$ cat src/rtl/hexfloat_pkg.sv
package hexfloat_pkg;

    // Default geometry of the long hex floating-point word.
    localparam int DEF_INT_W       = 32;
    localparam int DEF_FRAC_DIGITS = 14;
    localparam int DEF_EXP_W       = 7;
    localparam int DEF_EXP_BIAS    = 64;

    // Progress of one conversion through the block.
    typedef enum logic [1:0] {
        PH_IDLE = 2'd0,   // waiting for an integer
        PH_SUB  = 2'd1,   // assembled word held, subtract the bias next
        PH_NORM = 2'd2    // difference held, normalize next
    } conv_phase_e;

endpackage

$ cat src/rtl/hf_assemble.sv
// Biases the signed integer by flipping its top bit and places it as an
// unnormalized fraction whose characteristic reads the digits as a whole number.
module hf_assemble #(
    parameter int INT_W       = 32,
    parameter int FRAC_DIGITS = 14,
    parameter int EXP_W       = 7,
    parameter int EXP_BIAS    = 64
) (
    input  logic [INT_W-1:0]         value_i,
    output logic [4*FRAC_DIGITS-1:0] frac_o,
    output logic [EXP_W-1:0]         char_o
);
    localparam int FRAC_W   = 4 * FRAC_DIGITS;
    localparam int ASM_CHAR = EXP_BIAS + FRAC_DIGITS;

    logic [INT_W-1:0] biased;

    always_comb begin
        biased = {~value_i[INT_W-1], value_i[INT_W-2:0]};
        frac_o = FRAC_W'(biased);
        char_o = EXP_W'(ASM_CHAR);
    end

endmodule

$ cat src/rtl/hf_subtract.sv
// Subtracts 2^(INT_W-1) at the assembled characteristic (no alignment needed)
// and returns the difference as sign and magnitude.
module hf_subtract #(
    parameter int INT_W       = 32,
    parameter int FRAC_DIGITS = 14
) (
    input  logic [4*FRAC_DIGITS-1:0] minuend_i,
    output logic                     neg_o,
    output logic [4*FRAC_DIGITS-1:0] mag_o
);
    localparam int FRAC_W = 4 * FRAC_DIGITS;
    localparam logic [FRAC_W-1:0] HALF_RANGE = FRAC_W'(1) << (INT_W - 1);

    logic [FRAC_W:0] diff;

    always_comb begin
        diff  = {1'b0, minuend_i} - {1'b0, HALF_RANGE};
        neg_o = diff[FRAC_W];
        if (diff[FRAC_W]) begin
            mag_o = ~diff[FRAC_W-1:0] + 1'b1;
        end else begin
            mag_o = diff[FRAC_W-1:0];
        end
    end

endmodule

$ cat src/rtl/hf_normalize.sv
// Shifts the magnitude left by whole hex digits until the top digit is nonzero,
// lowering the characteristic once per digit; a zero magnitude becomes true zero.
module hf_normalize #(
    parameter int FRAC_DIGITS = 14,
    parameter int EXP_W       = 7
) (
    input  logic                           sign_i,
    input  logic [EXP_W-1:0]               char_i,
    input  logic [4*FRAC_DIGITS-1:0]       mag_i,
    output logic [4*FRAC_DIGITS+EXP_W:0]   word_o
);
    localparam int FRAC_W = 4 * FRAC_DIGITS;
    localparam int LZ_W   = $clog2(FRAC_DIGITS + 1);

    logic [FRAC_DIGITS-1:0] digit_nz;
    logic [LZ_W-1:0]        lead_zeros;
    logic                   found;
    logic [FRAC_W-1:0]      shifted;
    logic [EXP_W-1:0]       char_adj;

    for (genvar g = 0; g < FRAC_DIGITS; g++) begin : g_digit
        assign digit_nz[g] = |mag_i[4*g +: 4];
    end

    always_comb begin
        lead_zeros = '0;
        found      = 1'b0;
        for (int i = FRAC_DIGITS - 1; i >= 0; i--) begin
            if (!found) begin
                if (digit_nz[i]) begin
                    found = 1'b1;
                end else begin
                    lead_zeros = lead_zeros + 1'b1;
                end
            end
        end
        shifted  = mag_i << {lead_zeros, 2'b00};
        char_adj = char_i - EXP_W'(lead_zeros);
        if (found) begin
            word_o = {sign_i, char_adj, shifted};
        end else begin
            word_o = '0;
        end
    end

endmodule

$ cat src/rtl/int_to_hexfloat.sv
// Signed integer to long hex floating-point converter, three-edge latency.
module int_to_hexfloat
    import hexfloat_pkg::*;
#(
    parameter int INT_W       = DEF_INT_W,
    parameter int FRAC_DIGITS = DEF_FRAC_DIGITS,
    parameter int EXP_W       = DEF_EXP_W,
    parameter int EXP_BIAS    = DEF_EXP_BIAS
) (
    input  logic                              clk,
    input  logic                              rst_n,
    input  logic                              in_valid,
    output logic                              in_ready,
    input  logic [INT_W-1:0]                  in_data,
    output logic                              out_valid,
    output logic [4*FRAC_DIGITS+EXP_W:0]      out_data
);
    localparam int FRAC_W = 4 * FRAC_DIGITS;
    localparam int WORD_W = FRAC_W + EXP_W + 1;

    typedef struct packed {
        conv_phase_e       phase;
        logic [FRAC_W-1:0] work;
        logic [EXP_W-1:0]  char_val;
        logic              sign;
        logic              out_valid;
        logic [WORD_W-1:0] out_data;
    } conv_state_t;

    conv_state_t st_d, st_q;

    logic [FRAC_W-1:0] asm_frac;
    logic [EXP_W-1:0]  asm_char;
    logic              sub_neg;
    logic [FRAC_W-1:0] sub_mag;
    logic [WORD_W-1:0] norm_word;

    hf_assemble #(
        .INT_W      (INT_W),
        .FRAC_DIGITS(FRAC_DIGITS),
        .EXP_W      (EXP_W),
        .EXP_BIAS   (EXP_BIAS)
    ) u_assemble (
        .value_i(in_data),
        .frac_o (asm_frac),
        .char_o (asm_char)
    );

    hf_subtract #(
        .INT_W      (INT_W),
        .FRAC_DIGITS(FRAC_DIGITS)
    ) u_subtract (
        .minuend_i(st_q.work),
        .neg_o    (sub_neg),
        .mag_o    (sub_mag)
    );

    hf_normalize #(
        .FRAC_DIGITS(FRAC_DIGITS),
        .EXP_W      (EXP_W)
    ) u_normalize (
        .sign_i(st_q.sign),
        .char_i(st_q.char_val),
        .mag_i (st_q.work),
        .word_o(norm_word)
    );

    assign in_ready  = (st_q.phase == PH_IDLE);
    assign out_valid = st_q.out_valid;
    assign out_data  = st_q.out_data;

    always_comb begin
        st_d           = st_q;
        st_d.out_valid = 1'b0;
        unique case (st_q.phase)
            PH_IDLE: begin
                if (in_valid) begin
                    st_d.work     = asm_frac;
                    st_d.char_val = asm_char;
                    st_d.sign     = 1'b0;
                    st_d.phase    = PH_SUB;
                end
            end
            PH_SUB: begin
                st_d.work  = sub_mag;
                st_d.sign  = sub_neg;
                st_d.phase = PH_NORM;
            end
            PH_NORM: begin
                st_d.out_data  = norm_word;
                st_d.out_valid = 1'b1;
                st_d.phase     = PH_IDLE;
            end
            default: begin
                st_d.phase = PH_IDLE;
            end
        endcase
    end

    always_ff @(posedge clk or negedge rst_n) begin
        if (!rst_n) begin
            st_q <= '{phase: PH_IDLE, default: '0};
        end else begin
            st_q <= st_d;
        end
    end

endmodule

$ cat config.mk
export PLATFORM = sky130hd
export DESIGN_NAME = int_to_hexfloat
export DESIGN_NICKNAME = d
export VERILOG_FILES = /design/src/rtl/hexfloat_pkg.sv /design/src/rtl/hf_assemble.sv /design/src/rtl/hf_subtract.sv /design/src/rtl/hf_normalize.sv /design/src/rtl/int_to_hexfloat.sv
export SDC_FILE = /design/constraint.sdc
export NUM_CORES = 1
export LEC_CHECK = 0
export ABC_AREA = 1
export CORE_MARGIN = 2
export CORE_UTILIZATION = 37
export DETAILED_ROUTE_END_ITERATION = 7
export PLACE_DENSITY = 0.57
export SYNTH_ARGS = -nofsm -noshare
export SYNTH_HDL_FRONTEND = slang
export SYNTH_SLANG_ARGS = --single-unit
$ cat constraint.sdc
create_clock -name clk -period 13.3 [get_ports clk]
set_input_delay 1.33 -clock clk [delete_from_list [all_inputs] [get_ports clk]]
set_output_delay 1.33 -clock clk [all_outputs]
set_load 0.01 [all_outputs]
## After elaboration in Yosys (flattened, before gate mapping)

Index checks and enable logic that the tools add are counted.

| cells by class | value |
|---|---|
| add/subtract/negate cells | 16 |
| equality and inequality tests | 3 |
| shift-type cells | 1 |
| muxes and demuxes | 61 |
| bitwise operators | 2 |
| reductions and logical operators | 18 |

Operators with widths:

| kind | count |
|---|---|
| 56-bit one-hot mux with 2 select lines | 1 |
| 4-bit 2-to-1 mux | 26 |
| 66-bit 2-to-1 mux | 1 |
| 65-bit 2-to-1 mux | 1 |
| 64-bit 2-to-1 mux | 1 |
| 56-bit by 32-bit subtractor with 57-bit output (second input constant) | 1 |
| 56-bit by 1-bit adder with 56-bit output (second input constant) | 1 |
| 56-bit 2-to-1 mux | 1 |
| 56-bit inverter | 1 |
| 4-bit OR reduction | 14 |
| 56-bit by 6-bit left shift with 56-bit output | 1 |
| 4-bit by 1-bit adder with 4-bit output (second input constant) | 12 |
| 1-bit 2-to-1 mux | 28 |
| 7-bit by 4-bit subtractor with 7-bit output | 1 |
| 2-bit one-hot mux with 2 select lines | 1 |
| 2-bit AND reduction | 2 |
| 1-bit by 1-bit adder with 2-bit output (second input constant) | 1 |
| 2-bit by 1-bit equality test with 1-bit output (second input constant) | 1 |
| 2-bit equality test (second input constant) | 1 |
| 2-bit zero test | 1 |
| 2-bit != test (second input constant) | 1 |
| 1-bit one-hot mux with 2 select lines | 1 |
| 2-bit nonzero test | 1 |
| 1-bit inverter | 1 |

| word-level totals | value |
|---|---|
| register bits after elaboration | 125 |
| input port bits | 35 |
| output and inout bits | 66 |

## Depth between registers and ports, before layout

Gate-level depths: netlist of run 1.

| logic depth | value |
|---|---|
| depth after elaboration | 44 |
| gate-level depth with buffers | 47 |
| mapped depth without buffers | 47 |

## Cells and area by module

From an unflattened synthesis of run 1, not the netlist that was laid out.

| unflattened totals | value |
|---|---|
| cell total of the unflattened synthesis | 2227 |
| area, all modules | 12913.6 um2 |

By module, submodules not included:

| module | times used | cells each | area each (um2) | sequential area each (um2) |
|---|---|---|---|---|
| int_to_hexfloat | 1 | 920 | 6617.6 | 3278.1 |
| hf_normalize | 1 | 829 | 3892.5 | 0.0 |
| hf_subtract | 1 | 413 | 1926.8 | 0.0 |
| hf_assemble | 1 | 65 | 476.7 | 0.0 |

## Worst setup path before layout of run 1

Ideal clock, no wire load.

| path | value |
|---|---|
| path type | register -> register |
| from | reg st_q[118] in the netlist's numbering |
| to | reg st_q, in the netlist out_data[62] |
| arrival | 6.238 ns |
| data required time | 13.179 ns |
| slack | 6.941 ns |
| stages on the path, launching flop included | 42 |
| buffers on the path | 1 |
| cell sequence | dfrtp_1 nor2_2 nand2_1 a21oi_1 ha_1 nor2_1 nor2_1 ha_1 inv_1 nand4_1 nand3_1 nand3_1 and2_1 ha_1 inv_1 nand2_1 nand3_1 nand3_1 (+6 left out) nand2_1 nand2_1 nand2_1 inv_1 o21ai_1 a21boi_0 ha_1 nand2_1 nand2_1 ha_1 or2_2 nand2_2 buf_2 fa_1 nand2_1 o21ai_0 xor2_1 a22o_1 |

| on the way | value |
|---|---|
| word-level cells in the longest chain between the ends | 38 |
| elaborated cells between the ends (all ways) | 51 |
| classes of those cells | add/sub: 12; mux: 38; reduce/logical: 1 |

RTL lines:

| element | line | source |
|---|---|---|
| from (decl) | int_to_hexfloat.sv:30 | `conv_state_t st_d, st_q;` |
| from (signal assigned) | int_to_hexfloat.sv:104 | `st_q <= st_d;` |
| 4-bit OR reduction (*) | hf_normalize.sv:22 | `assign digit_nz[g] = \|mag_i[4*g +: 4];` |
| 4-bit 2-to-1 mux | hf_normalize.sv:30 | `if (digit_nz[i]) begin` |
| 4-bit 2-to-1 mux | hf_normalize.sv:29 | `if (!found) begin` |
| 4-bit by 1-bit adder with 4-bit output | hf_normalize.sv:33 | `lead_zeros = lead_zeros + 1'b1;` |
| 4-bit 2-to-1 mux | hf_normalize.sv:30 |  |
| 4-bit 2-to-1 mux | hf_normalize.sv:29 |  |
| 4-bit by 1-bit adder with 4-bit output | hf_normalize.sv:33 |  |
| 4-bit 2-to-1 mux | hf_normalize.sv:30 |  |
| (+22 left out) | n/a |  |
| 4-bit by 1-bit adder with 4-bit output | hf_normalize.sv:33 |  |
| 4-bit 2-to-1 mux | hf_normalize.sv:30 |  |
| 4-bit 2-to-1 mux | hf_normalize.sv:29 |  |
| 4-bit by 1-bit adder with 4-bit output | hf_normalize.sv:33 |  |
| 4-bit 2-to-1 mux | hf_normalize.sv:30 |  |
| 4-bit 2-to-1 mux | hf_normalize.sv:29 |  |
| 7-bit by 4-bit subtractor with 7-bit output | hf_normalize.sv:38 | `char_adj = char_i - EXP_W'(lead_zeros);` |
| 64-bit 2-to-1 mux (*) | hf_normalize.sv:39 | `if (found) begin` |

Every way passes the cells marked *; elsewhere a longest branch is shown, timed or not.
A chain may end at the register's enable or synchronous reset.

## Worst setup path after layout of run 1

| path | value |
|---|---|
| from | reg st_q[118] in the netlist's numbering |
| to | reg st_q, in the netlist out_data[38] |

| on the way | value |
|---|---|
| word-level cells in the longest chain between the ends | 38 |
| elaborated cells between the ends (all ways) | 51 |
| classes of those cells | add/sub: 11; shift: 1; mux: 38; reduce/logical: 1 |

RTL lines:

| element | line | source |
|---|---|---|
| 4-bit OR reduction (*) | hf_normalize.sv:22 |  |
| 4-bit 2-to-1 mux | hf_normalize.sv:30 |  |
| 4-bit 2-to-1 mux | hf_normalize.sv:29 |  |
| 4-bit by 1-bit adder with 4-bit output | hf_normalize.sv:33 |  |
| 4-bit 2-to-1 mux | hf_normalize.sv:30 |  |
| 4-bit 2-to-1 mux | hf_normalize.sv:29 |  |
| 4-bit by 1-bit adder with 4-bit output | hf_normalize.sv:33 |  |
| 4-bit 2-to-1 mux | hf_normalize.sv:30 |  |
| (+22 left out) | n/a |  |
| 4-bit by 1-bit adder with 4-bit output | hf_normalize.sv:33 |  |
| 4-bit 2-to-1 mux | hf_normalize.sv:30 |  |
| 4-bit 2-to-1 mux | hf_normalize.sv:29 |  |
| 4-bit by 1-bit adder with 4-bit output | hf_normalize.sv:33 |  |
| 4-bit 2-to-1 mux | hf_normalize.sv:30 |  |
| 4-bit 2-to-1 mux | hf_normalize.sv:29 |  |
| 56-bit by 6-bit left shift with 56-bit output | hf_normalize.sv:37 | `shifted = mag_i << {lead_zeros, 2'b00};` |
| 64-bit 2-to-1 mux (*) | hf_normalize.sv:39 |  |

Marks and branches as above.

==> results of run 1 <==
[worst reg2reg max path, delay by kind of cell (launching register included)]
kind                       cells  cell delay, ns
and+or+nand+nor               26            3.68
adders and majority gates      7            1.86
DFF                            1            0.45
AOI/OAI and AO/OA              5            1.18
buffers and inverters          4            0.66
[worst paths after layout]
check | to | startpoint | cells after the start | slack, ns
setup / recovery | out_data[38] | st_q[118] | 42 | 5.43
max in group asynchronous | st_q[116] | rst_n | 2 | 10.95
min in group asynchronous | out_data[56] | rst_n | 1 | 0.95
setup reg to reg | out_data[38] | st_q[118] | 42 | 5.43
hold / removal | out_data[24] | out_data[24] | 2 | 0.48
hold reg to reg | out_data[24] | out_data[24] | 2 | 0.48
[state kept, by name, summed over array words and instances, names as in the netlist]
name	flops
out_data	64
out_valid	1
st_q	60
[per-layer routing]
layer  global-route usage  share of wire
met1                0.315           0.47
met3               0.0326          0.055
met2                0.355           0.45
met4               0.0926          0.032
met5                    0              0
[metrics by stage]
step                      instance area [um^2]  std cells  setup WS (ns)  hold WS [ns]  utilization
after CTS                                11200       1877           5.47         0.482        0.428
after detailed placement                 10600       1845           5.49         0.465        0.405
after floorplan                           9880       1527           6.94         0.436            -
after global routing                     11200       1877           4.61         0.509        0.428
after global placement                   10600       1845           5.73         0.461        0.405
final                                    11200       1877           5.43         0.481        0.428
[final cells by class]
type                       count  area, um^2  area share
timing repair buffer         108        1060      0.0947
multi-input combinational   1114        5370       0.480
sequential                   125        3130       0.280
clock buffer                  18         439      0.0393
clock inverter                14         150      0.0134
inverter                     163         614      0.0550
tap                          335         419      0.0375
[cells by family after synthesis]
| family | Yosys count | synth area share |
|---|---|---|
| and+or+nand+nor | 842 | 0.360 |
| buffers and inverters | 288 | 0.141 |
| AOI/OAI and AO/OA | 224 | 0.132 |
| DFF | 125 | 0.317 |
| xor gates and xnor gates | 29 | 0.0257 |
| adders and majority gates | 19 | 0.0248 |
[cell usage in the layout (no fill, tap or decap), types with 9 or more instances in the layout]
cell type and n:
a21oi_1 28, xor2_1 26, clkbuf_16 17, buf_4 9, a22oi_1 15, nand2_1 547, inv_2 14, ha_1 18
o21ai_1 52, o22ai_1 19, clkdlybuf4s50_1 99, inv_1 144, nor2_1 114, dfrtp_1 125, nand3_1 124, o21ai_0 69
nor3_1 13
==> results.txt, run 1 <==
----------------------------------------------------
[Outcome]
  Result of the run ... complete, but fails checks
  Failing checks ... DRC

[Detailed routing]
  Total via count after detailed routing ... 9679
  Routed length per placed instance ... 16.6 um
  Routed WL ... 31100 um
  Number of optimization iterations in the first detailed-route pass ... 7
  Count of routing violations after the opening detailed-route iteration ... 840
  Antenna viol nets, final ... 0
  Drc violations ... 12
  Detailed-route vias per instance ... 5.16

[Die]
  Horiz. Die Dim ... 167 um
  Overall die height ... 167 um
  Rows ... 59
  Die outline area ... 0.0280 mm^2
  Initial Utilization ... 0.378
  Core Area ... 0.0261 mm^2
  Ports placed on the boundary ... 101

[Synthesis]
  Synthesized netlist net count ... 1581
  Leading cell types by total area after synthesis ... dfrtp_1 (32%), nand2_1 (21%), nand3_1 (6.3%), inv_1 (5.5%), buf_4 (5.5%)
  Number of enable flip-flop cells after synthesis ... 0
  Synthesized instance count ... 1527
  Cell types with the highest counts after synthesis ... nand2_1 (547), inv_1 (145), dfrtp_1 (125), nand3_1 (124), nor2_1 (114)
  Yosys reg bits ... 125
  Cell area after synthesis ... 0.00988 mm^2
  Area share of the largest cell type after synthesis ... 0.317
  Share of synthesized area occupied by flip-flops and latches ... 0.317
  Top FF cell, synth ... dfrtp_1
  Synth Warn # ... 0
  Async set or reset register ratio after synthesis ... 1.00
  Cell variety after synth ... 50
  Most common cell in the netlist ... nand2_1
  Avg Cell Area, Syn ... 6.47 um^2
  Library cell occupying the most area in the post-synthesis netlist ... dfrtp_1

[Critical path]
  Data required, critical path ... 13.67 ns
  CP Buf/Inv Count ... 4
  Largest stage delay on the critical path ... 0.78 ns
  Cell mode on critical path ... nand2_1
  CP delay by family, top ... simple AND/OR/NAND/NOR gates
  Critical path endpoint category ... flop
  WP data arrival ... 8.24 ns
  Largest driver fanout on the critical path ... 53
  Path type of the worst setup path ... reg -> reg
  Highest-delay cell along the critical path ... nand2_2
  Startpoint types ... flop

[Global routing]
  Largest net degree at the start of global routing ... 70
  Global-route congestion overflow total ... 0
  Initial antenna violation count ... 0
  First-pass GRT wire length ... 50200 um
  Via count of the first global-routing pass ... 9099
  Total global routing track utilization ... 0.227

[STA]
  Final cycle utilization of the critical path ... 0.592
  Sum of negative setup slack ... 0 ns
  Max_slew headroom ... 0.224
  Number of hold-slack violations in the final timing report ... 0
  Tightest Pin Transition ... 1.16 ns
  RSZ-0062 raised after global routing ... false
  Number of endpoints failing setup at the final stage ... 0
  Maximum clock frequency ... 0.127 GHz
  Final critical path time including I/O delays and setup ... 7.87 ns
  Clock skew after layout ... 0.0167 ns
  Max-slew violation total from the final report ... 0

[CTS]
  Number of resized instances in the post-cts repair step ... 0
  Max clock buf depth ... 2
  Clock insertion delay at the later pin of the skew report ... 0.44 ns
  Number of buffers inserted by hold repair at cts ... 0
  Post-CTS Repair Setup Buffers ... 0
  CTS Root Buffer Type ... clkbuf_16
  CTS H-tree depth ... 4
  TritonCTS Buffers ... 17
  Clock sinks ... 125
  Clock-pin slew reported for the worst setup and hold paths after clock tree synthesis ... 0.06 ns
  CTS tree ... yes

[Place]
  Placed wire-length estimate after detailed placement ... 23200 um
  Routability congestion estimate ... 0.903
  Port Buf Inserts ... 100

[Worst hold path]
  Worst min path class ... reg -> reg

[Finish]
  Layout cells sized above 1 ... 0.0551
  Layout area overhead ... 13.1%
  Diode insertion count for antenna repair ... 0
  Number of fill cells in the layout ... 2796
  Final net count ... 1583

[Run]
  Maxcap violations ... 0

----------------------------------------------------
Power of run 1 is left out: the tool's default activity adds up to more than one toggle a clock period on the data nets, which glitch-free logic cannot reach.
==> run 2: changes to the inputs <==
--- a/config.mk
+++ b/config.mk
@@ -9,7 +9,7 @@
 export CORE_MARGIN = 2
 export CORE_UTILIZATION = 37
 export DETAILED_ROUTE_END_ITERATION = 7
-export PLACE_DENSITY = 0.57
+export PLACE_DENSITY = 0.59
 export SYNTH_ARGS = -nofsm -noshare
 export SYNTH_HDL_FRONTEND = slang
 export SYNTH_SLANG_ARGS = --single-unit
==> constraint.sdc (replaced) <==
create_clock -name clk -period 7.15 [get_ports clk]
set_input_delay 0.715 -clock clk [delete_from_list [all_inputs] [get_ports clk]]
set_output_delay 0.715 -clock clk [all_outputs]
set_load 0.01 [all_outputs]
==> run 2 against run 1 <==
The run still ends with DRC left. Final cell count increased by 0.48%. Clock-buffer cell count decreased by 1. Register-to-register slack got worse by 4.9 ns. Die area unchanged. First-iteration DRC count increased by 2.5%. Worst setup slack got worse by 4.9 ns. Non-clock buffer count increased by 9. Utilization increased by 0.41 points. Routed wire length decreased by 1.0%. Sequential share of layout area decreased by 0.26 points. Worst hold slack got worse by 0.14 ns.
==> results.txt, run 2 (synthesis gave the netlist of run 1 again) <==
----------------------------------------------------
[Die]
  Core Area ... 0.0261 mm^2 (unchanged)
  Overall die height ... 167 um (unchanged)
  Ports placed on the boundary ... 101 (unchanged)
  Rows ... 59 (unchanged)
  Die outline area ... 0.0280 mm^2 (unchanged)
  Initial Utilization ... 0.378 (unchanged)
  Horiz. Die Dim ... 167 um (unchanged)

[Finish]
  Largest register FFs ... 64 (unchanged)
  Register area ... 0.00313 mm^2 (unchanged)
  Layout area overhead ... 14.2%
  Combined area of the multi-input logic cells ... 0.00541 mm^2 (+0.86%)
  Final net count ... 1592 (+0.57%)
  Most common cell after layout, fill and taps aside ... nand2_1
  Commonest cells after routing, fill and taps aside ... nand2_1 (546), inv_1 (143), dfrtp_1 (125)
  Post-layout util ... 0.432 (+0.00407)
  Layout cells sized above 1 ... 0.0651 (+0.0100)
  Diode insertion count for antenna repair ... 0 (unchanged)
  Number of fill cells in the layout ... 2772 (-0.86%)

[Critical path]
  Highest-delay cell along the critical path ... dfrtp_1
  CP delay by family, top ... simple AND/OR/NAND/NOR gates
  Largest stage delay on the critical path ... 0.45 ns (-0.33 ns)
  FF-to-FF Start ... st_q[118]
  WP data arrival ... 6.92 ns (-1.32 ns)
  Depth of the worst register-to-register path ... 42 (unchanged)
  Worst R2R End ... out_data[36]
  Critical path endpoint category ... flop
  CP Buf/Inv Count ... 4 (unchanged)
  Data required, critical path ... 7.47 ns (-6.20 ns)
  Largest driver fanout on the critical path ... 24 (-55%)
  Cell mode on critical path ... nand2_1
  Path type of the worst setup path ... reg -> reg
  R2r setup slk ... 0.55 ns (-4.87 ns)
  Startpoint types ... flop

[CTS]
  Clock insertion delay at the later pin of the skew report ... 0.44 ns (about the same)
  Clock sinks ... 125 (unchanged)
  CTS tree ... yes
  Clock-pin slew reported for the worst setup and hold paths after clock tree synthesis ... 0.06 ns (about the same)
  CTS Root Buffer Type ... clkbuf_16
  Max clock buf depth ... 2 (unchanged)
  TritonCTS Buffers ... 17 (unchanged)
  CTS H-tree depth ... 4 (unchanged)

[STA]
  Number of hold-slack violations in the final timing report ... 0 (unchanged)
  Final worst hold slack ... 0.338 ns (-0.142 ns)
  Max-slew violation total from the final report ... 0 (unchanged)
  Number of endpoints failing setup at the final stage ... 0 (unchanged)
  Tightest Pin Transition ... 0.897 ns (-0.267 ns)
  Sum of negative setup slack ... 0 ns (unchanged)
  Maximum clock frequency ... 0.152 GHz (+19%)
  Clock skew after layout ... 0.0136 ns (-0.00313 ns)
  Final cycle utilization of the critical path ... 0.923 (+0.331)
  Max_slew headroom ... 0.402 (+0.178)
  Final critical path time including I/O delays and setup ... 6.60 ns (-1.28 ns)

[Detailed routing]
  Routed WL ... 30800 um (-1.0%)
  Detailed-route vias per instance ... 5.17 (+0.19%)
  Total via count after detailed routing ... 9744 (+0.67%)
  Drc violations ... 15 (+3)
  Antenna viol nets, final ... 0 (unchanged)
  Number of optimization iterations in the first detailed-route pass ... 8 (+1)
  Routed length per placed instance ... 16.3 um (-1.5%)
  Count of routing violations after the opening detailed-route iteration ... 861 (+2.5%)

[Place]
  Routability congestion estimate ... 0.959 (+6.2%)
  Placed wire-length estimate after detailed placement ... 23400 um (+0.86%)
  Port Buf Inserts ... 100 (unchanged)

[Global routing]
  Initial antenna violation count ... 0 (unchanged)
  Largest net degree at the start of global routing ... 71 (+1.4%)
  Total global routing track utilization ... 0.225 (-0.00130)
  Global-route congestion overflow total ... 0 (unchanged)
  Via count of the first global-routing pass ... 9294 (+2.1%)
  First-pass GRT wire length ... 50200 um (about the same)

[Outcome]
  Failing checks ... DRC
  Result of the run ... complete, but fails checks

[Run]
  Maxcap violations ... 0 (unchanged)

[Worst hold path]
  Worst min path class ... in -> async

----------------------------------------------------
[run 2: area by class of cell]
| cell class | count | share of cell area |
|---|---|---|
| timing repair buffer | 117 | 0.0998 |
| clock buffer | 17 | 0.0377 |
| clock inverter | 15 | 0.0134 |
| sequential | 125 | 0.277 |
| multi-input combinational | 1114 | 0.480 |
| tap | 335 | 0.0371 |
| inverter | 163 | 0.0549 |
[run 2: how the worst max path moves through the flow]
stage,cells past startpoint,from,slack [ns],to
2_1_floorplan,41,st_q[118],0.79,out_data[62]
3_3_place_gp,40,st_q[118],0.30,out_data[62]
3_5_place_dp,40,st_q[118],0.09,out_data[62]
4_1_cts,40,st_q[118],0.08,out_data[62]
5_1_grt,42,st_q[118],-0.03,out_data[61]
6_report,42,st_q[118],0.55,out_data[36]
[run 2: through the flow]
stage / std cells / setup slack (ns) / instance area (um^2)
6_report: 1886 / 0.552 / 11300
2_1_floorplan: 1527 / 0.791 / 9880
4_1_cts: 1884 / 0.0795 / 11200
3_3_place_gp: 1852 / 0.300 / 10600
5_1_grt: 1886 / -0.0314 / 11300
3_5_place_dp: 1852 / 0.0866 / 10600
[run 2: worst reg2reg max path: cells and delay by family, from the launching register on]
kind	cells	cell delay, ns
DFF	1	0.45
adders and majority gates	7	1.84
AOI/OAI and AO/OA	5	0.97
buffers and inverters	4	0.43
and+or+nand+nor	26	2.81
[run 2: routing by layer]
metal  share of wire  GRT usage  up-vias
met3           0.063     0.0449       61
li1                -          -     4859
met1            0.46      0.308     4512
met5               0          0        -
met4           0.033     0.0858        0
met2            0.45      0.353      312
[run 2: what timing repair did]
item / 4_1_cts / 5_1_grt
hold buffers: 0 / 0
buffers inserted: 0 / 2
setup endpoints to repair: 0 / 62
resized for setup: 0 / 15
Power of run 2 is left out for the same reason.
==> run 3: changes to the inputs <==
--- a/config.mk
+++ b/config.mk
@@ -7,9 +7,9 @@
 export LEC_CHECK = 0
 export ABC_AREA = 1
 export CORE_MARGIN = 2
-export CORE_UTILIZATION = 37
+export CORE_UTILIZATION = 45
 export DETAILED_ROUTE_END_ITERATION = 7
-export PLACE_DENSITY = 0.59
+export PLACE_DENSITY = 0.69
 export SYNTH_ARGS = -nofsm -noshare
 export SYNTH_HDL_FRONTEND = slang
 export SYNTH_SLANG_ARGS = --single-unit
==> run 3 against run 2 <==
Highest routed layer unchanged. Register-to-register slack better by 0.03 ns. Sequential share of layout area rose by 0.13 points. Non-clock buffer count shrank 6. Critical path depth did not move. Routed wire length fell by 3.5%. Global-route usage rose by 3.4 points. The flow now finishes without violations.
==> results.txt, run 3 (synthesis gave the netlist of run 1 again) <==
----------------------------------------------------
[Detailed routing]
  Number of optimization iterations in the first detailed-route pass ... 5 (-3)
  Drc violations ... 0 (-15)
  Routed length per placed instance ... 16.3 um (-0.25%)
  Antenna viol nets, final ... 0 (unchanged)
  Count of routing violations after the opening detailed-route iteration ... 952 (+11%)
  Detailed-route vias per instance ... 5.37 (+3.9%)
  Total via count after detailed routing ... 9797 (+0.54%)
  Routed WL ... 29700 um (-3.5%)

[Die]
  Die outline area ... 0.0232 mm^2 (-17%)
  Rows ... 54 (-8.5%)
  Horiz. Die Dim ... 152 um (-9.1%)
  Overall die height ... 152 um (-9.1%)
  Core Area ... 0.0217 mm^2 (-17%)
  Initial Utilization ... 0.456 (+0.0775)
  Ports placed on the boundary ... 101 (unchanged)

[Critical path]
  Worst setup path startpoint ... st_q[118]
  Data required, critical path ... 7.45 ns (-0.02 ns)
  R2r setup slk ... 0.58 ns (+0.03 ns)
  Worst R2R End ... out_data[61]
  CP delay by family, top ... simple AND/OR/NAND/NOR gates
  WP data arrival ... 6.87 ns (-0.05 ns)
  Depth of the worst register-to-register path ... 42 (unchanged)
  Startpoint types ... flop
  End point of the critical path ... out_data[61]
  Cell mode on critical path ... nand2_1
  Critical Path Stages ... 42 (unchanged)
  Critical path endpoint category ... flop
  Highest-delay cell along the critical path ... dfrtp_1
  CP Buf/Inv Count ... 4 (unchanged)
  FF-to-FF Start ... st_q[118]
  Largest stage delay on the critical path ... 0.44 ns (about the same)
  Largest driver fanout on the critical path ... 7 (-71%)
  Path type of the worst setup path ... reg -> reg

[Finish]
  Diode insertion count for antenna repair ... 0 (unchanged)
  Final net count ... 1586 (-0.38%)
  Layout area overhead ... 13.7%
  Post-layout util ... 0.518 (+0.0861)
  Number of fill cells in the layout ... 2139 (-23%)
  Layout cells sized above 1 ... 0.0621 (-0.00298)
  Most common cell after layout, fill and taps aside ... nand2_1
  Commonest cells after routing, fill and taps aside ... nand2_1 (547), inv_1 (143), dfrtp_1 (125)
  Largest register FFs ... 64 (unchanged)

[Global routing]
  Via count of the first global-routing pass ... 9301 (+0.075%)
  Initial antenna violation count ... 0 (unchanged)
  Global-route congestion overflow total ... 0 (unchanged)
  First-pass GRT wire length ... 48800 um (-2.7%)
  Global routing's busiest layer ... met2
  Met3 layer usage reported by global route ... 0.0401 (-0.00480)
  Total global routing track utilization ... 0.260 (+0.0343)
  Global routing met1 resource utilization ... 0.361 (+0.0535)
  Met2 track utilization from global routing ... 0.404 (+0.0507)
  Largest net degree at the start of global routing ... 69 (-2.8%)

[STA]
  Max_slew headroom ... 0.223 (-0.179)
  Tightest Pin Transition ... 1.16 ns (+0.265 ns)
  Max-slew violation total from the final report ... 0 (unchanged)
  Number of hold-slack violations in the final timing report ... 0 (unchanged)
  Number of endpoints failing setup at the final stage ... 0 (unchanged)
  Maximum clock frequency ... 0.152 GHz (+0.40%)
  Final cycle utilization of the critical path ... 0.919 (-0.00366)
  Clock skew after layout ... 0.0130 ns (-0.000615 ns)
  Final critical path time including I/O delays and setup ... 6.57 ns (-0.0262 ns)

[CTS]
  Clock insertion delay at the later pin of the skew report ... 0.43 ns (about the same)
  CTS Root Buffer Type ... clkbuf_16
  Number of resized instances in the post-cts repair step ... 0 (unchanged)
  CTS tree ... yes
  Clock-pin slew reported for the worst setup and hold paths after clock tree synthesis ... 0.06 ns (about the same)
  Clock sinks ... 125 (unchanged)
  Number of buffers inserted by hold repair at cts ... 0 (unchanged)
  Max clock buf depth ... 2 (unchanged)
  TritonCTS Buffers ... 17 (unchanged)
  Post-CTS Repair Setup Buffers ... 0 (unchanged)
  CTS H-tree depth ... 4 (unchanged)

[Run]
  Maxcap violations ... 0 (unchanged)

[Place]
  Placed wire-length estimate after detailed placement ... 22400 um (-4.2%)
  Port Buf Inserts ... 100 (unchanged)
  Routability congestion estimate ... 0.957 (-0.19%)

[Worst hold path]
  Worst min path class ... in -> async

[Outcome]
  Result of the run ... completed

----------------------------------------------------
-- run 3: layout make-up --
class	count	area (um^2)	area share
Timing Repair Buffer	111	1090	0.0974
Inverter	163	619	0.0551
Clock buffer	18	429	0.0382
Sequential cell	125	3130	0.278
Multi-Input combinational cell	1114	5400	0.481
Clock inverter	14	209	0.0186
Tap cell	280	350	0.0312
-- run 3: worst min path at each step --
stage | endpoint | slack [ns]
after floorplan | out_data[0] | 0.42
after global placement | out_data[18] | 0.46
after detailed placement | out_data[46] | 0.46
after CTS | out_data[20] | 0.40
after global routing | out_data[20] | 0.44
final | out_data[20] | 0.38
-- run 3: metal layers --
metal  part of all wire  vias to the layer above
li1                   -                     4847
met5                  0                        -
met2               0.44                      386
met4              0.039                        0
met1               0.45                     4501
met3              0.067                       63
-- run 3: per-stage QoR --
step / hold slack (ns) / TNS, ns / setup slack, ns / cell area (um^2) / cells
2_1_floorplan: 0.419 / 0 / 0.791 / 9880 / 1527
3_3_place_gp: 0.462 / 0 / 0.457 / 10600 / 1793
3_5_place_dp: 0.465 / 0 / 0.230 / 10600 / 1793
4_1_cts: 0.404 / 0 / 0.206 / 11200 / 1825
5_1_grt: 0.441 / -0.0131 / -0.0131 / 11200 / 1825
6_report: 0.375 / 0 / 0.579 / 11200 / 1825
Power of run 3 is left out for the same reason.
